==> config.mk <==
export PLATFORM = sky130hd
export DESIGN_NAME = irq_coalescer
export DESIGN_NICKNAME = d
export VERILOG_FILES = /design/src/rtl/coal_pkg.sv /design/src/rtl/coal_regs.sv /design/src/rtl/coal_fsm.sv /design/src/rtl/irq_coalescer.sv
export SDC_FILE = /design/constraint.sdc
export NUM_CORES = 1
export LEC_CHECK = 0
export CAP_MARGIN = 40
export CORE_MARGIN = 2
export CORE_UTILIZATION = 40
export DETAILED_ROUTE_END_ITERATION = 10
export GPL_TIMING_DRIVEN = 0
export MAX_ROUTING_LAYER = met4
export PLACE_DENSITY = 0.74
export SLEW_MARGIN = 20
export SYNTH_ARGS = -nofsm -noshare
export SYNTH_HDL_FRONTEND = slang
export SYNTH_SLANG_ARGS = --single-unit
export TNS_END_PERCENT = 10
==> constraint.sdc <==
create_clock -name clk -period 7.42 [get_ports clk]
set_input_delay 1.484 -clock clk [delete_from_list [all_inputs] [get_ports clk]]
set_output_delay 1.484 -clock clk [all_outputs]
set_load 0.02 [all_outputs]
==> src/rtl/coal_pkg.sv <==
package coal_pkg;
    localparam int THR_W     = 7;
    localparam int RXDONE_B  = 16;
    localparam int DLY_EN_B  = 15;
    localparam int CNT_LSB   = 8;
    localparam int TIME_LSB  = 0;

    localparam logic [11:0] OFF_DLY = 12'h20C;
    localparam logic [11:0] OFF_STS = 12'h220;
    localparam logic [11:0] OFF_IEN = 12'h228;

    localparam logic             RST_DLY_EN = 1'b1;
    localparam logic [THR_W-1:0] RST_CNT    = THR_W'(20);
    localparam logic [THR_W-1:0] RST_TIME   = THR_W'(20);

    typedef enum logic {
        ST_IDLE   = 1'b0,
        ST_GATHER = 1'b1
    } coal_state_e;
endpackage

==> src/rtl/coal_regs.sv <==
module coal_regs
    import coal_pkg::*;
#(
    parameter int ADDR_W = 12
) (
    input  logic              clk,
    input  logic              rst_n,
    input  logic              we,
    input  logic [ADDR_W-1:0] addr,
    input  logic [31:0]       wdata,
    output logic [31:0]       rdata,
    input  logic              fire,
    output logic              dly_en,
    output logic [THR_W-1:0]  cnt_thr,
    output logic [THR_W-1:0]  time_thr,
    output logic              sts_q,
    output logic              ien_q
);
    localparam logic [ADDR_W-1:0] A_DLY = ADDR_W'(OFF_DLY);
    localparam logic [ADDR_W-1:0] A_STS = ADDR_W'(OFF_STS);
    localparam logic [ADDR_W-1:0] A_IEN = ADDR_W'(OFF_IEN);

    logic sel_dly, sel_sts, sel_ien;
    assign sel_dly = we && (addr == A_DLY);
    assign sel_sts = we && (addr == A_STS);
    assign sel_ien = we && (addr == A_IEN);

    always_ff @(posedge clk) begin
        if (!rst_n) begin
            dly_en   <= RST_DLY_EN;
            cnt_thr  <= RST_CNT;
            time_thr <= RST_TIME;
            ien_q    <= 1'b0;
        end else begin
            if (sel_dly) begin
                dly_en   <= wdata[DLY_EN_B];
                cnt_thr  <= wdata[CNT_LSB +: THR_W];
                time_thr <= wdata[TIME_LSB +: THR_W];
            end
            if (sel_ien) ien_q <= wdata[RXDONE_B];
        end
    end

    // A completion event takes priority over a clearing write in the same cycle.
    always_ff @(posedge clk) begin
        if (!rst_n)                            sts_q <= 1'b0;
        else if (fire)                         sts_q <= 1'b1;
        else if (sel_sts && wdata[RXDONE_B])   sts_q <= 1'b0;
    end

    always_comb begin
        rdata = '0;
        unique case (addr)
            A_DLY: begin
                rdata[DLY_EN_B]             = dly_en;
                rdata[CNT_LSB +: THR_W]     = cnt_thr;
                rdata[TIME_LSB +: THR_W]    = time_thr;
            end
            A_STS:   rdata[RXDONE_B] = sts_q;
            A_IEN:   rdata[RXDONE_B] = ien_q;
            default: rdata = '0;
        endcase
    end

    logic unused_wbits;
    assign unused_wbits = ^{wdata[31:17], wdata[7]};
endmodule

==> src/rtl/coal_fsm.sv <==
module coal_fsm
    import coal_pkg::*;
(
    input  logic             clk,
    input  logic             rst_n,
    input  logic             delay_on,
    input  logic [THR_W-1:0] cnt_thr,
    input  logic [THR_W-1:0] time_thr,
    input  logic             done,
    input  logic             tick,
    output logic             fire,
    output coal_state_e      state_q,
    output logic [THR_W-1:0] cnt_q,
    output logic [THR_W-1:0] tmr_q
);
    coal_state_e      state_d;
    logic [THR_W-1:0] cnt_d, tmr_d;
    logic [THR_W:0]   cnt_sum, tmr_sum;
    logic             active, hit_cnt, hit_time;

    // State register
    always_ff @(posedge clk) begin
        if (!rst_n) begin
            state_q <= ST_IDLE;
            cnt_q   <= '0;
            tmr_q   <= '0;
        end else begin
            state_q <= state_d;
            cnt_q   <= cnt_d;
            tmr_q   <= tmr_d;
        end
    end

    // Next state and outputs
    always_comb begin
        cnt_sum  = {1'b0, cnt_q} + (THR_W+1)'(done);
        tmr_sum  = {1'b0, tmr_q} + (THR_W+1)'(tick && (state_q == ST_GATHER));
        hit_cnt  = (cnt_thr  != '0) && (cnt_sum >= {1'b0, cnt_thr});
        hit_time = (time_thr != '0) && (tmr_sum >= {1'b0, time_thr});
        active   = 1'b0;
        unique case (state_q)
            ST_IDLE:   active = done;
            ST_GATHER: active = 1'b1;
            default:   active = 1'b0;
        endcase
        fire = active && (!delay_on || hit_cnt || hit_time);
        if (fire) begin
            state_d = ST_IDLE;
            cnt_d   = '0;
            tmr_d   = '0;
        end else if (active) begin
            state_d = ST_GATHER;
            cnt_d   = cnt_sum[THR_W] ? '1 : cnt_sum[THR_W-1:0];
            tmr_d   = tmr_sum[THR_W] ? '1 : tmr_sum[THR_W-1:0];
        end else begin
            state_d = ST_IDLE;
            cnt_d   = '0;
            tmr_d   = '0;
        end
    end
endmodule

==> src/rtl/irq_coalescer.sv <==
module irq_coalescer
    import coal_pkg::*;
#(
    parameter int ADDR_W = 12
) (
    input  logic              clk,
    input  logic              rst_n,
    input  logic              cpl_pulse,
    input  logic              tick,
    input  logic              reg_we,
    input  logic [ADDR_W-1:0] reg_addr,
    input  logic [31:0]       reg_wdata,
    output logic [31:0]       reg_rdata,
    output logic              irq
);
    logic             dly_en, sts_q, ien_q, fire, delay_on;
    logic [THR_W-1:0] cnt_thr, time_thr, cnt_q, tmr_q;
    coal_state_e      state_q;

    coal_regs #(.ADDR_W(ADDR_W)) u_regs (
        .clk      (clk),
        .rst_n    (rst_n),
        .we       (reg_we),
        .addr     (reg_addr),
        .wdata    (reg_wdata),
        .rdata    (reg_rdata),
        .fire     (fire),
        .dly_en   (dly_en),
        .cnt_thr  (cnt_thr),
        .time_thr (time_thr),
        .sts_q    (sts_q),
        .ien_q    (ien_q)
    );

    assign delay_on = dly_en && ((cnt_thr != '0) || (time_thr != '0));

    coal_fsm u_fsm (
        .clk      (clk),
        .rst_n    (rst_n),
        .delay_on (delay_on),
        .cnt_thr  (cnt_thr),
        .time_thr (time_thr),
        .done     (cpl_pulse),
        .tick     (tick),
        .fire     (fire),
        .state_q  (state_q),
        .cnt_q    (cnt_q),
        .tmr_q    (tmr_q)
    );

    assign irq = sts_q && ien_q;
endmodule

==> results of run 1 <==
==> synthesized netlist by cell type, drive strengths merged <==
| cell | number | share of area |
|---|---|---|
| nand2 | 33 | 0.058 |
| dfxtp | 32 | 0.30 |
| buf | 21 | 0.069 |
| ha | 20 | 0.12 |
| nor2 | 19 | 0.034 |
| and2 | 18 | 0.053 |
| inv | 15 | 0.026 |
| nor3 | 15 | 0.056 |
| a21boi | 11 | 0.039 |
| nand3 | 8 | 0.019 |
| and3 | 6 | 0.018 |
| xnor2 | 6 | 0.025 |
| o21ai | 5 | 0.012 |
| clkbuf | 4 | 0.0071 |
| o211ai | 4 | 0.014 |
| xor2 | 4 | 0.016 |
| nand2b | 3 | 0.0088 |
| nor4 | 3 | 0.019 |
| or4 | 3 | 0.012 |
| a21o | 2 | 0.0071 |
| mux2i | 2 | 0.0094 |
| nand3b | 2 | 0.0071 |
| o2111ai | 2 | 0.0082 |
| o21a | 2 | 0.0071 |
| a2111oi | 1 | 0.0041 |
| a211oi | 1 | 0.0035 |
| a21oi | 1 | 0.0024 |
| a221oi | 1 | 0.0041 |
| a2bb2oi | 1 | 0.0041 |
| conb | 1 | 0.0018 |
| nand4 | 1 | 0.0029 |
| nor2b | 1 | 0.0029 |
| o21bai | 1 | 0.0035 |
| o311ai | 1 | 0.012 |
| or2 | 1 | 0.0029 |
| or3 | 1 | 0.0053 |
| or4b | 1 | 0.0065 |
==> sequential cells by signal (all words and copies together) (netlist names) <==
name,cells
u_regs.ien_q,1
u_regs.sts_q,1
u_fsm.state_q,1
u_regs.time_thr,7
u_regs.dly_en,1
u_regs.cnt_thr,7
u_fsm.cnt_q,7
u_fsm.tmr_q,7
==> cell usage in the layout (no fill, tap or decap), drive strengths merged, types with 8 or more instances in the layout <==
cell type,instances
ha,20
nor3,15
nand2,33
buf,21
conb,16
and2,18
nand3,8
clkbuf,12
nor2,19
inv,15
dfxtp,32
clkdlybuf4s50,48
a21boi,11
==> report_power, final <==
part	switching (mW)	leakage, nW	total (mW)	internal [mW]
clock network	0.0626	0.0455	0.138	0.0756
logic	0.0205	0.914	0.0465	0.0261
registers	0.000833	0.259	0.174	0.173
==> per-layer routing <==
metal,part of all wire,track usage,up-vias,routed length [um]
met5,0,-,-,0
met4,0.021,0.0782,0,103
met3,0.033,0.0294,10,158
met2,0.49,0.288,33,2380
met1,0.45,0.214,885,2180
li1,-,-,967,-
==> worst max-delay path, delay by kind of cell <==
kind                   cells  cell delay (ns)
and+or+nand+nor            3             1.20
buffers and inverters      3             1.40
==> cell families (layout without fill, tap and decap cells) <==
logic type / after synthesis / after routing / synth area share
compound gates: 33 / 33 / 0.121
xor+xnor: 10 / 10 / 0.0412
fa+ha+maj: 20 / 20 / 0.118
buf+inv: 40 / 96 / 0.102
flops: 32 / 32 / 0.301
mux: 2 / 2 / 0.00941
other cells: 1 / 16 / 0.00176
simple gates: 115 / 115 / 0.305
==> area by class of cell <==
cell class	count	area, um^2	area share
plain buffers	25	161	0.0568
flip-flops and latches	32	641	0.225
multi-input cells	196	1330	0.466
repair buffers	48	480	0.169
clock buffers	8	90.1	0.0317
well taps	70	87.6	0.0308
inverters	15	56.3	0.0198
==> path summary, 6_finish.rpt <==
path	startpoint	end	slack (ns)
hold reg to reg	u_regs.cnt_thr[3]$_SDFFE_PN0P_	u_regs.cnt_thr[3]$_SDFFE_PN0P_	0.48
setup reg to reg	u_fsm.cnt_q[0]$_SDFF_PP0_	u_fsm.cnt_q[5]$_SDFF_PP0_	4.62
hold / removal	u_regs.cnt_thr[3]$_SDFFE_PN0P_	u_regs.cnt_thr[3]$_SDFFE_PN0P_	0.48
setup / recovery	reg_addr[8]	reg_rdata[11]	1.86
==> results.md, run 1 <==
- Status: completed
- WL final: 4830 um
- Critical path fanouts, max: 10
- DR vias: 1895
- Row count: 26
- Register area share after synthesis: 0.301
- Setup TNS Final: 0 ns
- DP Cell Count: 386
- Maximum VDD drop: 0.0801 mV
- Initial antenna violation count: 0
- Fin cells: 394
- Fin util: 0.556
- Ports: 82
- Root buffer cell: clkbuf_8
- Fmax: 180 MHz
- Worst Hold Path Cells: 2
- Post-Syn Area: 0.00213 mm^2
- CP Class: input pin to primary output
- First-pass GRT wire length: 8120 um
- CP max stage delay: 0.62 ns
- RSZ-0062 raised after global routing: no
- 1st-pass router iterations: 4
- Clk Latency, worst-skew pair: 0.28 ns
- Port bufs: 48
- Chip Width: 76.9 um
- Core Footprint: 0.00511 mm^2
- Clock sinks: 32
- Final hold viol count: 0
- Layout cells sized above 1: 0.130
- DR iter-0 viols: 73
- Leak: 1.22 nW
- Worst Hold Slack: 0.479 ns
- Slew @ Worst Pin: 0.572 ns
- Starting Density: 0.416
- Area post-placement: 0.00275 mm^2
- TritonCTS clock tree: done
- Layout net count: 392
- Gpl congestion: 0.809
- Vias in the first global route: 1776
- Fillers: 487
- Mean Syn Cell Area: 8.41 um^2
- CP Launch Type: input pin
- Pin count of the biggest net entering global routing: 11
- # diodes: 0
- Synth cell types: 45
- Num CTS Buffers: 5
- Minimum clock period: 5.56 ns
- CTS HTree Levels: 2
- Dpl hpwl: 3840 um
- Area growth from synthesis to layout: 33.6%
- CTS max path bufs: 2
- Synthesized instance count: 253
- Max-slew violations: 0
- Power per cell area: 126 mW/mm^2
- Dpl ws: 1.83 ns
- Final setup margin: 1.86 ns
- Design area: 0.00284 mm^2
- Hold buffer count at cts: 0
- Final setup fails: 0
- Most used cell, CP: clkdlybuf4s50_1
- CP Data Required Time: 5.94 ns
- Tcrit/Tclk final: 0.750
- Crit-path cells: clkdlybuf4s50_1 -> or4b_4 -> nor4_4 -> clkbuf_1 -> and2_1 -> clkdlybuf4s50_1
- Total power: 359 uW
- Max_cap viols: 0
- DRC: 0
- Resize count post-CTS: 0
- Crit. End Element: primary output
- Worst reg-to-reg path cell count: 10
- GR Overflow Total: 0
- Yosys reg bits: 32
- Die H: 76.9 um
- GRT Util Overall: 0.176
- Die area: 0.00592 mm^2
- Clock Skew: 0.00619 ns
- WP data arrival: 4.08 ns
- Worst min path class: flip-flop to flip-flop
- Clock-pin slew on the worst setup and hold paths: 0.06 ns
- Normalized max-slew margin: 0.618
- # Post-CTS Setup Buffers: 0
- CP max stage cell: clkdlybuf4s50_1
- Wire per inst: 12.2 um
- Routed Antenna Nets: 0
- Syn. warnings: 0
- Vias per cell: 4.81
Power figures use the tool's default switching activity.
==> run 2: changes to the inputs <==
--- a/config.mk
+++ b/config.mk
@@ -11,7 +11,7 @@
 export DETAILED_ROUTE_END_ITERATION = 10
 export GPL_TIMING_DRIVEN = 0
 export MAX_ROUTING_LAYER = met4
-export PLACE_DENSITY = 0.74
+export PLACE_DENSITY = 0.77
 export SLEW_MARGIN = 20
 export SYNTH_ARGS = -nofsm -noshare
 export SYNTH_HDL_FRONTEND = slang
==> constraint.sdc (replaced) <==
create_clock -name clk -period 4.6 [get_ports clk]
set_input_delay 0.92 -clock clk [delete_from_list [all_inputs] [get_ports clk]]
set_output_delay 0.92 -clock clk [all_outputs]
set_load 0.02 [all_outputs]
==> run 2 against run 1 <==
  * Sequential share of layout area grew 0.10 points
  * First-iteration DRC count shrank 34%
  * Sequential power grew 61%
  * Critical path depth is the same
  * Count of clock-buffer cells in the layout shrank 2
  * Non-clock buffer count is the same
  * Global-route usage grew 0.077 points
  * Via count shrank 2.1%
  * Critical path type unchanged
  * Largest cell class unchanged
  * Largest power group unchanged
==> results.md, run 2 (synthesis results as in run 1) <==
- Wire per inst: 12.0 um
- Setup TNS Final: 0 ns
- RSZ-0062 raised after global routing: no
- Resize count post-CTS: 0
- CP Class: input pin to primary output
- Clock Skew: 0.00389 ns
- DR vias: 1855
- Vias in the first global route: 1852
- Tcrit/Tclk final: 0.959
- Routed Antenna Nets: 0
- Row count: 26
- 1st-pass router iterations: 4
- Max-slew violations: 0
- Status: completed
- GRT Util Overall: 0.177
- Port bufs: 48
- Slew @ Worst Pin: 0.598 ns
- Vias per cell: 4.72
- Fin cells: 393
- Core Footprint: 0.00511 mm^2
- Design area: 0.00283 mm^2
- Leak: 1.21 nW
- Final hold viol count: 0
- Num CTS Buffers: 5
- Layout cells sized above 1: 0.130
- Dpl hpwl: 3790 um
- Chip Width: 76.9 um
- Fin util: 0.554
- Root buffer cell: clkbuf_8
- CP Data Required Time: 3.68 ns
- Normalized max-slew margin: 0.601
- DRC: 0
- First-pass GRT wire length: 8120 um
- Power per cell area: 198 mW/mm^2
- Die area: 0.00592 mm^2
- TritonCTS clock tree: done
- CP Launch Type: input pin
- Layout net count: 392
- Initial antenna violation count: 0
- Clock-pin slew on the worst setup and hold paths: 0.06 ns
- Clock sinks: 32
- Crit. End Element: primary output
- Critical path fanouts, max: 10
- WP data arrival: 3.49 ns
- Hold buffer count at cts: 0
- Worst min path class: flip-flop to flip-flop
- Fmax: 227 MHz
- DP Cell Count: 386
- Worst reg-to-reg path cell count: 10
- CTS max path bufs: 2
- Final setup fails: 0
- Ports: 82
- DR iter-0 viols: 48
- Commonest non-fill, non-tap cells in the layout: clkdlybuf4s50_1, nand2_1, dfxtp_1, ha_1, nor2_1
- # diodes: 0
- Gpl congestion: 0.779
- # Post-CTS Setup Buffers: 0
- GR Overflow Total: 0
- Total power: 560 uW
- Clk Latency, worst-skew pair: 0.29 ns
- Maximum VDD drop: 0.149 mV
- Die H: 76.9 um
- Commonest non-fill, non-tap cell in the layout: clkdlybuf4s50_1
- Starting Density: 0.416
- Minimum clock period: 4.41 ns
- Area growth from synthesis to layout: 33.0%
- Max_cap viols: 0
- Pin count of the biggest net entering global routing: 11
- WL final: 4700 um
- Worst Hold Path Cells: 2
- Area post-placement: 0.00275 mm^2
- CTS HTree Levels: 2
-- run 2: per-stage QoR --
step | worst slack, ns | hold slack [ns]
after floorplan | 1.34 | 0.453
after global placement | 0.167 | 0.478
after detailed placement | 0.159 | 0.478
after CTS | 0.159 | 0.491
after global routing | 0.0186 | 0.524
final | 0.187 | 0.488
-- run 2: report_power, final --
group / switching (mW) / internal (mW)
Sequential: 0.00128 / 0.279
Clock: 0.102 / 0.103
Combinational: 0.0325 / 0.0419
-- run 2: layout make-up --
| cell class | instances | area [um^2] |
|---|---|---|
| fill | 482 | 2280 |
| multi-input combinational | 196 | 1330 |
| sequential | 32 | 641 |
| timing repair buffer | 48 | 480 |
| buffer | 25 | 161 |
| tap | 70 | 87.6 |
| clock buffer | 6 | 72.6 |
| inverter | 15 | 56.3 |
| clock inverter | 1 | 5.00 |
-- run 2: worst max-delay path: stages --
cell             delay, ns
clkdlybuf4s50_1       0.40
or4b_4                0.56
nor4_4                0.44
clkbuf_1              0.37
and2_1                0.18
clkdlybuf4s50_1       0.62
-- run 2: worst paths after layout --
kind	slack [ns]	endpoint	from
worst max register to register	1.82	u_fsm.cnt_q[2]$_SDFF_PP0_	u_fsm.cnt_q[0]$_SDFF_PP0_
worst min register to register	0.49	u_regs.time_thr[6]$_SDFFE_PN0P_	u_regs.time_thr[6]$_SDFFE_PN0P_
worst max-delay path	0.19	reg_rdata[12]	reg_addr[8]
worst min-delay path	0.49	u_regs.time_thr[6]$_SDFFE_PN0P_	u_regs.time_thr[6]$_SDFFE_PN0P_
-- run 2: per-layer routing --
metal / GRT usage / share of wire / routed length (um) / up-vias
met5: - / 0 / 0 / -
met4: 0.0745 / 0.019 / 87 / 0
met3: 0.0365 / 0.056 / 262 / 8
met2: 0.295 / 0.48 / 2240 / 43
met1: 0.207 / 0.45 / 2110 / 837
li1: - / - / - / 967
==> run 3: changes to the inputs <==
--- a/config.mk
+++ b/config.mk
@@ -6,12 +6,13 @@
 export NUM_CORES = 1
 export LEC_CHECK = 0
 export CAP_MARGIN = 40
-export CORE_MARGIN = 2
+export CORE_MARGIN = 1.5
 export CORE_UTILIZATION = 40
 export DETAILED_ROUTE_END_ITERATION = 10
 export GPL_TIMING_DRIVEN = 0
 export MAX_ROUTING_LAYER = met4
 export PLACE_DENSITY = 0.77
+export SKIP_CTS_REPAIR_TIMING = 1
 export SLEW_MARGIN = 20
 export SYNTH_ARGS = -nofsm -noshare
 export SYNTH_HDL_FRONTEND = slang
==> run 3 against run 2 <==
  * Via count is 0.70% lower
  * Critical path depth is the same
  * Final cell count increased by 0.25%
  * Register-to-register slack worse by 0.04 ns
  * First-iteration DRC count rose by 8.3%
  * Count of clock-buffer cells in the layout unchanged
  * Cell area rose by 1.1%
  * Maximum frequency grew 1.6%
  * Hold slack gained 0.0045 ns
==> results.md, run 3 (synthesis results as in run 1) <==
- WP data arrival: 3.42 ns
- CTS max path bufs: 2
- Final hold viol count: 0
- Vias in the first global route: 1768
- GR Overflow Total: 0
- Layout net count: 392
- Reg-to-reg critical path endpoint: u_fsm.tmr_q[1]$_SDFF_PP0_
- Max-slew violations: 0
- Root buffer cell: clkbuf_8
- Crit. End Element: primary output
- Port bufs: 48
- CP Data Required Time: 3.68 ns
- Routed Antenna Nets: 0
- # diodes: 0
- Critical path fanouts, max: 10
- Final setup fails: 0
- Dpl hpwl: 3810 um
- DRC: 0
- Clock sinks: 32
- Clock Skew: 0.00591 ns
- Chip Width: 75.9 um
- Power per cell area: 218 mW/mm^2
- Gpl congestion: 0.838
- R2R setup slack: 1.78 ns
- Layout cells sized above 1: 0.136
- Minimum clock period: 4.34 ns
- Leak: 1.23 nW
- WL final: 4660 um
- Row count: 26
- Maximum VDD drop: 0.186 mV
- Commonest non-fill, non-tap cell in the layout: clkdlybuf4s50_1
- Num CTS Buffers: 5
- Die area: 0.00576 mm^2
- Slew @ Worst Pin: 0.592 ns
- TritonCTS clock tree: done
- Pin count of the biggest net entering global routing: 11
- DR vias: 1842
- Area growth from synthesis to layout: 34.5%
- Core Footprint: 0.00511 mm^2
- Initial antenna violation count: 0
- GRT Util Overall: 0.174
- RSZ-0062 raised after global routing: no
- Worst Hold Slack: 0.493 ns
- Starting Density: 0.416
- Status: completed
- Total power: 622 uW
- Wire per inst: 11.8 um
- Worst min path class: flip-flop to flip-flop
- Normalized max-slew margin: 0.605
- CTS HTree Levels: 2
- CP Launch Type: input pin
- RR Startpoint: u_fsm.state_q$_SDFF_PP0_
- Setup TNS Final: 0 ns
- DR iter-0 viols: 52
- Commonest non-fill, non-tap cells in the layout: clkdlybuf4s50_1, nand2_1, dfxtp_1, ha_1, nor2_1
- CP Launch Point: reg_addr[8]
- Worst reg-to-reg path cell count: 11
- Max_cap viols: 0
- Ports: 82
- 1st-pass router iterations: 4
- First-pass GRT wire length: 7950 um
- Fmax: 230 MHz
- Die H: 75.9 um
- Crit path to: reg_rdata[13]
- Tcrit/Tclk final: 0.944
- Clk Latency, worst-skew pair: 0.29 ns
- Clock-pin slew on the worst setup and hold paths: 0.07 ns
- Vias per cell: 4.68
- CP Class: input pin to primary output
-- run 3: cell count changes in the layout (fill, tap and decap cells not counted), sizes merged --
cell	previous run	this run
bufinv	0	1
-- run 3: metal layers --
layer	vias to the layer above	GRT usage	wire, um
li1	963	-	-
met1	840	0.204	2160
met2	33	0.298	2280
met3	6	0.0506	189
met4	0	0.0333	37
met5	-	-	0
-- run 3: per-stage QoR --
step / setup WS (ns) / area, um^2 / util / cells
after floorplan: 1.34 / 2180 / - / 268
after global placement: 0.162 / 2750 / 0.539 / 386
after global routing: 0.0969 / 2860 / 0.560 / 394
final: 0.258 / 2860 / 0.560 / 394
after CTS: 0.117 / 2860 / 0.560 / 394
after detailed placement: 0.125 / 2750 / 0.539 / 386
-- run 3: worst min path at each step --
stage / from / to / depth (start not counted)
floorplan: u_regs.cnt_thr[3]$_SDFFE_PN0P_ / u_regs.cnt_thr[3]$_SDFFE_PN0P_ / 2
global placement: u_regs.cnt_thr[3]$_SDFFE_PN0P_ / u_regs.cnt_thr[3]$_SDFFE_PN0P_ / 2
detailed placement: u_regs.time_thr[5]$_SDFFE_PN0P_ / u_regs.time_thr[5]$_SDFFE_PN0P_ / 2
CTS: u_regs.time_thr[5]$_SDFFE_PN0P_ / u_regs.time_thr[5]$_SDFFE_PN0P_ / 2
global route: u_regs.time_thr[5]$_SDFFE_PN0P_ / u_regs.time_thr[5]$_SDFFE_PN0P_ / 2
finish: u_regs.time_thr[5]$_SDFFE_PN0P_ / u_regs.time_thr[5]$_SDFFE_PN0P_ / 2
-- run 3: critical path: stages --
cell,delay [ns]
clkdlybuf4s50_1,0.41
or4b_4,0.57
nor4_4,0.46
clkbuf_2,0.29
and2_1,0.15
clkdlybuf4s50_1,0.62
-- run 3: area by class of cell --
class	instances	area (um^2)
multi-input combinational	196	1330
clock inverter	2	35.0
buffer	25	163
inverter	15	56.3
tap	70	87.6
sequential	32	641
fill	476	2250
clock buffer	6	72.6
timing repair buffer	48	480
-- run 3: power by group --
part | total (mW) | internal [mW] | switching [mW]
clock network | 0.267 | 0.161 | 0.106
logic | 0.0746 | 0.0421 | 0.0325
registers | 0.281 | 0.279 | 0.00142
total | 0.622 | 0.482 | 0.140
